--- config.mk ---
export PLATFORM = sky130hd
export DESIGN_NAME = pmj_ctrl
export DESIGN_NICKNAME = d
export VERILOG_FILES = /design/src/rtl/pmj_pkg.sv /design/src/rtl/pmj_cfg.sv /design/src/rtl/pmj_target.sv /design/src/rtl/pmj_residual.sv /design/src/rtl/pmj_ctrl.sv
export SDC_FILE = /design/constraint.sdc
export NUM_CORES = 1
export LEC_CHECK = 0
export ABC_CLOCK_PERIOD_IN_PS = 12800
export BUFFER_PORTS_ARGS = -buffer_cell sky130_fd_sc_hd__buf_2
export CORE_UTILIZATION = 35
export CTS_CLUSTER_DIAMETER = 120
export CTS_CLUSTER_SIZE = 12
export DETAILED_ROUTE_END_ITERATION = 16
export PLACE_DENSITY_LB_ADDON = 0.2
export SLEW_MARGIN = 20
export SYNTH_ARGS = -nofsm -noshare
export SYNTH_HDL_FRONTEND = slang
export SYNTH_SLANG_ARGS = --single-unit
--- constraint.sdc ---
create_clock -name clk -period 12.8 [get_ports clk]
set_input_delay 1.28 -clock clk [delete_from_list [all_inputs] [get_ports clk]]
set_output_delay 1.28 -clock clk [all_outputs]
set_load 0.01 [all_outputs]
--- src/rtl/pmj_pkg.sv ---
package pmj_pkg;

    typedef enum logic [2:0] {
        ST_IDLE,
        ST_SETTLE,
        ST_COMPUTE,
        ST_JUMP,
        ST_WAITACK,
        ST_IRQ
    } pmj_state_e;

    localparam int unsigned CTL_EN_BIT  = 7;
    localparam int unsigned CTL_SEL_BIT = 6;
    localparam logic [7:0]  CTL_WMASK   = 8'hF2;
    localparam int unsigned PH_IO_BIT   = 0;

endpackage

--- src/rtl/pmj_cfg.sv ---
module pmj_cfg
    import pmj_pkg::*;
#(
    parameter int unsigned AW    = 32,
    parameter int unsigned NALT  = 2
) (
    input  logic                 clk,
    input  logic                 rst_n,
    input  logic                 cfg_we,
    input  logic [7:0]           cfg_wdata,
    output logic [7:0]           cfg_rdata,
    input  logic [NALT-1:0]      alt_we,
    input  logic [AW-1:0]        alt_wdata,
    output logic                 ctl_en,
    output logic                 ctl_sel,
    output logic [NALT-1:0][AW-1:0] alt_addr
);

    logic [7:0] ctl_q;

    always_ff @(posedge clk or negedge rst_n) begin
        if (!rst_n) begin
            ctl_q <= '0;
        end else if (cfg_we) begin
            ctl_q <= cfg_wdata & CTL_WMASK;
        end
    end

    for (genvar g = 0; g < NALT; g++) begin : g_alt
        logic [AW-1:0] alt_q;
        always_ff @(posedge clk or negedge rst_n) begin
            if (!rst_n) begin
                alt_q <= '0;
            end else if (alt_we[g]) begin
                alt_q <= alt_wdata;
            end
        end
        assign alt_addr[g] = alt_q;
    end

    assign cfg_rdata = ctl_q;
    assign ctl_en    = ctl_q[CTL_EN_BIT];
    assign ctl_sel   = ctl_q[CTL_SEL_BIT];

endmodule

--- src/rtl/pmj_target.sv ---
module pmj_target
    import pmj_pkg::*;
(
    input  logic       ctl_sel,
    input  logic [2:0] instr_phase,
    input  logic       wide_res,
    output logic       use_alt2
);

    always_comb begin
        if (ctl_sel) begin
            use_alt2 = instr_phase[PH_IO_BIT];
        end else begin
            use_alt2 = wide_res;
        end
    end

endmodule

--- src/rtl/pmj_residual.sv ---
module pmj_residual #(
    parameter int unsigned AW = 32,
    parameter int unsigned CW = 24,
    parameter int unsigned FW = 6
) (
    input  logic          inbound,
    input  logic [FW-1:0] fifo_bytes,
    input  logic [CW-1:0] prog_count,
    input  logic [AW-1:0] start_addr,
    input  logic [CW-1:0] moved,
    output logic [CW-1:0] rem_count,
    output logic [AW-1:0] next_addr
);

    logic [CW-1:0] fifo_ext;
    logic [CW-1:0] xferred;

    always_comb begin
        fifo_ext  = CW'(fifo_bytes);
        xferred   = inbound ? (moved + fifo_ext) : (moved - fifo_ext);
        rem_count = prog_count - xferred;
        next_addr = start_addr + AW'(xferred);
    end

endmodule

--- src/rtl/pmj_ctrl.sv ---
module pmj_ctrl
    import pmj_pkg::*;
#(
    parameter int unsigned AW = 32,
    parameter int unsigned CW = 24,
    parameter int unsigned FW = 6
) (
    input  logic          clk,
    input  logic          rst_n,
    input  logic          cfg_we,
    input  logic [7:0]    cfg_wdata,
    output logic [7:0]    cfg_rdata,
    input  logic [1:0]    alt_we,
    input  logic [AW-1:0] alt_wdata,
    input  logic          bm_active,
    input  logic [2:0]    bm_phase,
    input  logic [2:0]    bus_phase,
    input  logic          wide_res,
    input  logic [FW-1:0] fifo_count,
    input  logic [CW-1:0] bm_count,
    input  logic [AW-1:0] bm_start,
    input  logic [CW-1:0] bm_moved,
    output logic          settle_req,
    output logic          settle_drain,
    input  logic          settle_done,
    input  logic          seq_ack,
    output logic          irq,
    output logic          jump_stb,
    output logic [AW-1:0] jump_addr,
    output logic [CW-1:0] resid_count,
    output logic [AW-1:0] resid_addr,
    output logic          wres_flag
);

    localparam int unsigned NALT = 2;

    pmj_state_e state_q, state_d;

    logic                    ctl_en, ctl_sel;
    logic [NALT-1:0][AW-1:0] alt_addr;
    logic                    sel_alt2_d, sel_alt2_q;
    logic                    inbound_q;
    logic [FW-1:0]           fifo_q;
    logic [CW-1:0]           count_q, moved_q;
    logic [AW-1:0]           start_q;
    logic [CW-1:0]           rem_count_c;
    logic [AW-1:0]           next_addr_c;
    logic                    mismatch;

    pmj_cfg #(.AW(AW), .NALT(NALT)) u_cfg (
        .clk       (clk),
        .rst_n     (rst_n),
        .cfg_we    (cfg_we),
        .cfg_wdata (cfg_wdata),
        .cfg_rdata (cfg_rdata),
        .alt_we    (alt_we),
        .alt_wdata (alt_wdata),
        .ctl_en    (ctl_en),
        .ctl_sel   (ctl_sel),
        .alt_addr  (alt_addr)
    );

    pmj_target u_target (
        .ctl_sel     (ctl_sel),
        .instr_phase (bm_phase),
        .wide_res    (wide_res),
        .use_alt2    (sel_alt2_d)
    );

    pmj_residual #(.AW(AW), .CW(CW), .FW(FW)) u_resid (
        .inbound    (inbound_q),
        .fifo_bytes (fifo_q),
        .prog_count (count_q),
        .start_addr (start_q),
        .moved      (moved_q),
        .rem_count  (rem_count_c),
        .next_addr  (next_addr_c)
    );

    assign mismatch = (state_q == ST_IDLE) && bm_active && (bus_phase != bm_phase);

    // State register
    always_ff @(posedge clk or negedge rst_n) begin
        if (!rst_n) state_q <= ST_IDLE;
        else        state_q <= state_d;
    end

    // Next-state logic
    always_comb begin
        state_d = state_q;
        unique case (state_q)
            ST_IDLE: begin
                if (mismatch) begin
                    if (!ctl_en)               state_d = ST_IRQ;
                    else if (fifo_count != '0) state_d = ST_SETTLE;
                    else                       state_d = ST_COMPUTE;
                end
            end
            ST_SETTLE:  if (settle_done) state_d = ST_COMPUTE;
            ST_COMPUTE: state_d = ST_JUMP;
            ST_JUMP:    state_d = ST_WAITACK;
            ST_WAITACK: if (seq_ack) state_d = ST_IDLE;
            ST_IRQ:     if (seq_ack) state_d = ST_IDLE;
            default:    state_d = ST_IDLE;
        endcase
    end

    // Capture of the transfer context and residual results
    always_ff @(posedge clk or negedge rst_n) begin
        if (!rst_n) begin
            sel_alt2_q  <= 1'b0;
            inbound_q   <= 1'b0;
            fifo_q      <= '0;
            count_q     <= '0;
            moved_q     <= '0;
            start_q     <= '0;
            wres_flag   <= 1'b0;
            resid_count <= '0;
            resid_addr  <= '0;
        end else begin
            if (mismatch) begin
                sel_alt2_q <= sel_alt2_d;
                inbound_q  <= bm_phase[PH_IO_BIT];
                fifo_q     <= fifo_count;
                count_q    <= bm_count;
                moved_q    <= bm_moved;
                start_q    <= bm_start;
                wres_flag  <= ctl_en & wide_res;
            end
            if (state_q == ST_COMPUTE) begin
                resid_count <= rem_count_c;
                resid_addr  <= next_addr_c;
            end
        end
    end

    // Outputs
    always_comb begin
        settle_req   = (state_q == ST_SETTLE);
        settle_drain = settle_req & inbound_q;
        irq          = (state_q == ST_IRQ);
        jump_stb     = (state_q == ST_JUMP);
        jump_addr    = jump_stb ? alt_addr[sel_alt2_q] : '0;
    end

    AST_IRQ_ONLY_DISABLED: assert property (@(posedge clk) disable iff (!rst_n)
        $rose(irq) |-> !$past(ctl_en));
    AST_IRQ_HELD: assert property (@(posedge clk) disable iff (!rst_n)
        (irq && !seq_ack) |=> irq);
    AST_STB_ONE_CYCLE: assert property (@(posedge clk) disable iff (!rst_n)
        jump_stb |=> !jump_stb);
    AST_NO_IRQ_WITH_JUMP: assert property (@(posedge clk) disable iff (!rst_n)
        !(irq && jump_stb));
    AST_SETTLE_HELD: assert property (@(posedge clk) disable iff (!rst_n)
        (settle_req && !settle_done) |=> settle_req);
    AST_TARGET_PROGRAMMED: assert property (@(posedge clk) disable iff (!rst_n)
        jump_stb |-> (jump_addr == alt_addr[0] || jump_addr == alt_addr[1]));
    AST_STB_AFTER_SETTLE: assert property (@(posedge clk) disable iff (!rst_n)
        (settle_req && settle_done) |=> !jump_stb);

endmodule

==> impl_metrics.py <==
metrics = {
    "floorplanning": {
        "rows": 68,
        "fp.coreArea_sq_um": 34500,
        "die_x_um": 189,
        "die_h_um": 189,
        "io-pin-count": 242,
        "dieArea_sq_um": 35600,
        "start_util_pct": 35.4,
    },
    "worst_hold_path": {
        "hp-class": "register to register",
    },
    "yosys": {
        "async_flop_share_pct": 100,
        "seq_area_frac_synth_pct": 44.5,
        "synthTopCellsByArea": "dfrtp_1 44%, mux2_2 14%, ha_1 7.5%, o21ai_0 3.6%, xnor2_1 3.2%",
        "synth_edf_count": 0,
        "synth_cell_type_count": 56,
        "yosysWarnings": 0,
        "syn_area_per_cell_sq_um": 10.6,
        "netlist.area_leader.share_pct": 44.5,
        "synth.ff_latch_count": 217,
        "synth_most_common_cell": "dfrtp_1",
        "syn_area_sq_um": 12200,
        "netlist_instances": 1156,
        "synthTopCellsByCount": "217 x dfrtp_1, 153 x mux2_2, 104 x nand2_1",
        "synth_top_area_cell": "dfrtp_1",
        "yosys_most_used_dff": "dfrtp_1",
    },
    "cts": {
        "clock_path_buffers": 3,
        "h-tree-depth": 1,
        "cts_root_buffer": "clkbuf_16",
        "postCtsSetupBuffers": 0,
        "cts_tree": "built",
        "ctsHoldBuffers": 0,
        "cts_buffers": 22,
        "clk_latency_ps": 530,
        "cts.repair.resized": 0,
        "cts_num_sinks": 217,
        "clk_pin_slew_ps": 60,
    },
    "placed_design": {
        "place_congestion": 0.817,
        "port-buffer-count": 235,
        "dp_hpwl_um": 22600,
    },
    "sta": {
        "report.final.slew_viol_count": 0,
        "skew_ps": 23.9,
        "tightest_slew_ps": 1070,
        "setup_violations": 0,
        "rsz0062_at_grt": "no",
        "finalSetupTns_ps": 0,
        "final.period_utilization_pct": 47.4,
        "max_freq_ghz": 0.165,
        "fin_crit_ps": 6060,
        "slew_headroom_pct": 28.6,
        "finalHoldViolCount": 0,
        "fin_hold_ws_ps": 471,
    },
    "global_routing": {
        "grt-ovfl-total": 0,
        "grt_pass1_vias": 9159,
        "grt_pass1_wl_um": 49300,
        "grt_antenna_before_repair": 8,
        "grt_max_degree": 107,
        "grt_usage_pct": 17.3,
    },
    "route": {
        "ant_nets": 0,
        "wire_per_inst_um": 16.7,
        "wirelength_um": 30700,
        "dr.pass1.iters": 6,
        "via_per_inst": 4.97,
        "vias": 9103,
        "drtIter0Drc": 281,
        "post-route-drc-count": 0,
    },
    "worst_setup_path": {
        "crit_slowest_cell": "a2111oi_0",
        "crit_path_end_kind": "register",
        "crit_top_cell": "ha_1",
        "startpoint_type": "register",
        "worstSetupPathType": "register to register",
        "crit_arrival_ps": 6410,
        "path_cells": "nor3_1 -> nor3b_1 -> ha_1 -> mux2_2 -> ha_1 -> a2111oi_0 -> o21ai_1 -> a31oi_1 -> o21ai_1 -> a31o_2 -> a21o_1 -> and2_1 -> o21ai_0 -> nand2b_1 -> xnor2_1 -> ha_1 -> and3_1 -> nand4_1 -> a2111oi_0 -> nand4b_1 -> a21oi_1 -> xor2_1 -> xnor2_1 -> o21ai_0",
        "crit_family": "compound AO/OA/AOI/OAI gates",
        "path_max_fanout": 5,
        "critical_path_buf_inv_count": 0,
        "cp.required_ps": 13150,
        "max_stage_delay_ps": 500,
    },
    "layout": {
        "final-seq-area_sq_um": 5430,
        "fillers": 3473,
        "syn_to_final_growth_pct": 18.1,
        "layout-drive-gt1-share_pct": 31.2,
        "multi_input_area_sq_um": 6420,
        "nets": 1589,
    },
    "run": {
        "cap_violations": 0,
    },
    "status": {
        "status": "complete, no violations",
    },
}
==> placed cells by master, fill, tap and decap left out, drive strengths merged, types with 15 or more instances in the layout <==
| cell | instances |
|---|---|
| buf | 240 |
| dfrtp | 217 |
| mux2 | 153 |
| nand2 | 104 |
| o21ai | 89 |
| nor2 | 75 |
| ha | 73 |
| a21oi | 58 |
| inv | 49 |
| xnor2 | 45 |
| xor2 | 34 |
| mux2i | 34 |
| a21o | 26 |
| clkbuf | 23 |
| o21a | 15 |
==> flip-flops by register name, indices dropped and copies added (netlist names) <==
name and count:
moved_q 24, start_q 32, inbound_q 1, u_cfg.cfg_rdata 5, resid_addr 32, sel_alt2_q 1, state_q 3, u_cfg.g_alt.alt_q 64
count_q 24, fifo_q 6, resid_count 24, wres_flag 1
==> stage by stage <==
stage                     area, sq um  cells  util (%)  setup slack (ps)
final                           14400   1832      41.8              6740
after CTS                       14400   1828      41.8              6680
after global routing            14400   1830      41.8              6270
after floorplan                 12200   1158         -              7690
after detailed placement        13800   1803      40.1              6720
after global placement          13800   1803      40.1              6760
==> worst reg2reg max path, delay by kind of cell (launching register included) <==
family                     cells  cell delay, ps
and+or+nand+nor                7            1450
xor gates and xnor gates       3             460
muxes                          1             280
adders and majority gates      3             840
AOI/OAI and AO/OA             10            2470
DFF                            1             380
==> final cells by class <==
class / instances / area share, %
Antenna cell: 4 / 0.0694
Clock buffer: 23 / 3.85
Clock inverter: 2 / 0.191
Inverter: 48 / 1.25
Multi-Input combinational cell: 843 / 44.5
Sequential cell: 217 / 37.7
Tap cell: 455 / 3.95
Timing Repair Buffer: 240 / 8.49
==> cells by family (layout without fill, tap and decap cells) <==
| group | count (synthesis) | after routing | share of synthesized area [%] |
|---|---|---|---|
| adders and majority gates | 76 | 76 | 7.98 |
| DFF | 217 | 217 | 44.5 |
| other | 1 | 7 | 0.0307 |
| buffers and inverters | 98 | 313 | 3.21 |
| xor gates and xnor gates | 79 | 79 | 5.67 |
| and+or+nand+nor | 247 | 247 | 8.93 |
| AOI/OAI and AO/OA | 251 | 251 | 12.8 |
| muxes | 187 | 187 | 16.9 |
==> metal layers <==
layer	share of wire, %	up-vias	GRT usage [%]
met5	0.29	-	0
met4	2.1	12	3.75
met3	7.1	53	5.31
met2	45	219	27.9
met1	46	4305	22.8
li1	-	4514	-
==> path summary, 6_finish.rpt <==
path	from	end	slack (ps)	cells past startpoint
worst max-delay path	fifo_q[1]	resid_count[23]	6740	24
worst min-delay path	resid_count[1]	resid_count[1]	470	2
worst max register to register	fifo_q[1]	resid_count[23]	6740	24
worst min register to register	resid_count[1]	resid_count[1]	470	2
max in group asynchronous	rst_n	u_cfg.g_alt[1].alt_q[7]	10590	2
min in group asynchronous	rst_n	count_q[5]	770	1
Power is not shown: default switching activity piles up to over one toggle a cycle in this logic, so the estimate is an artifact.
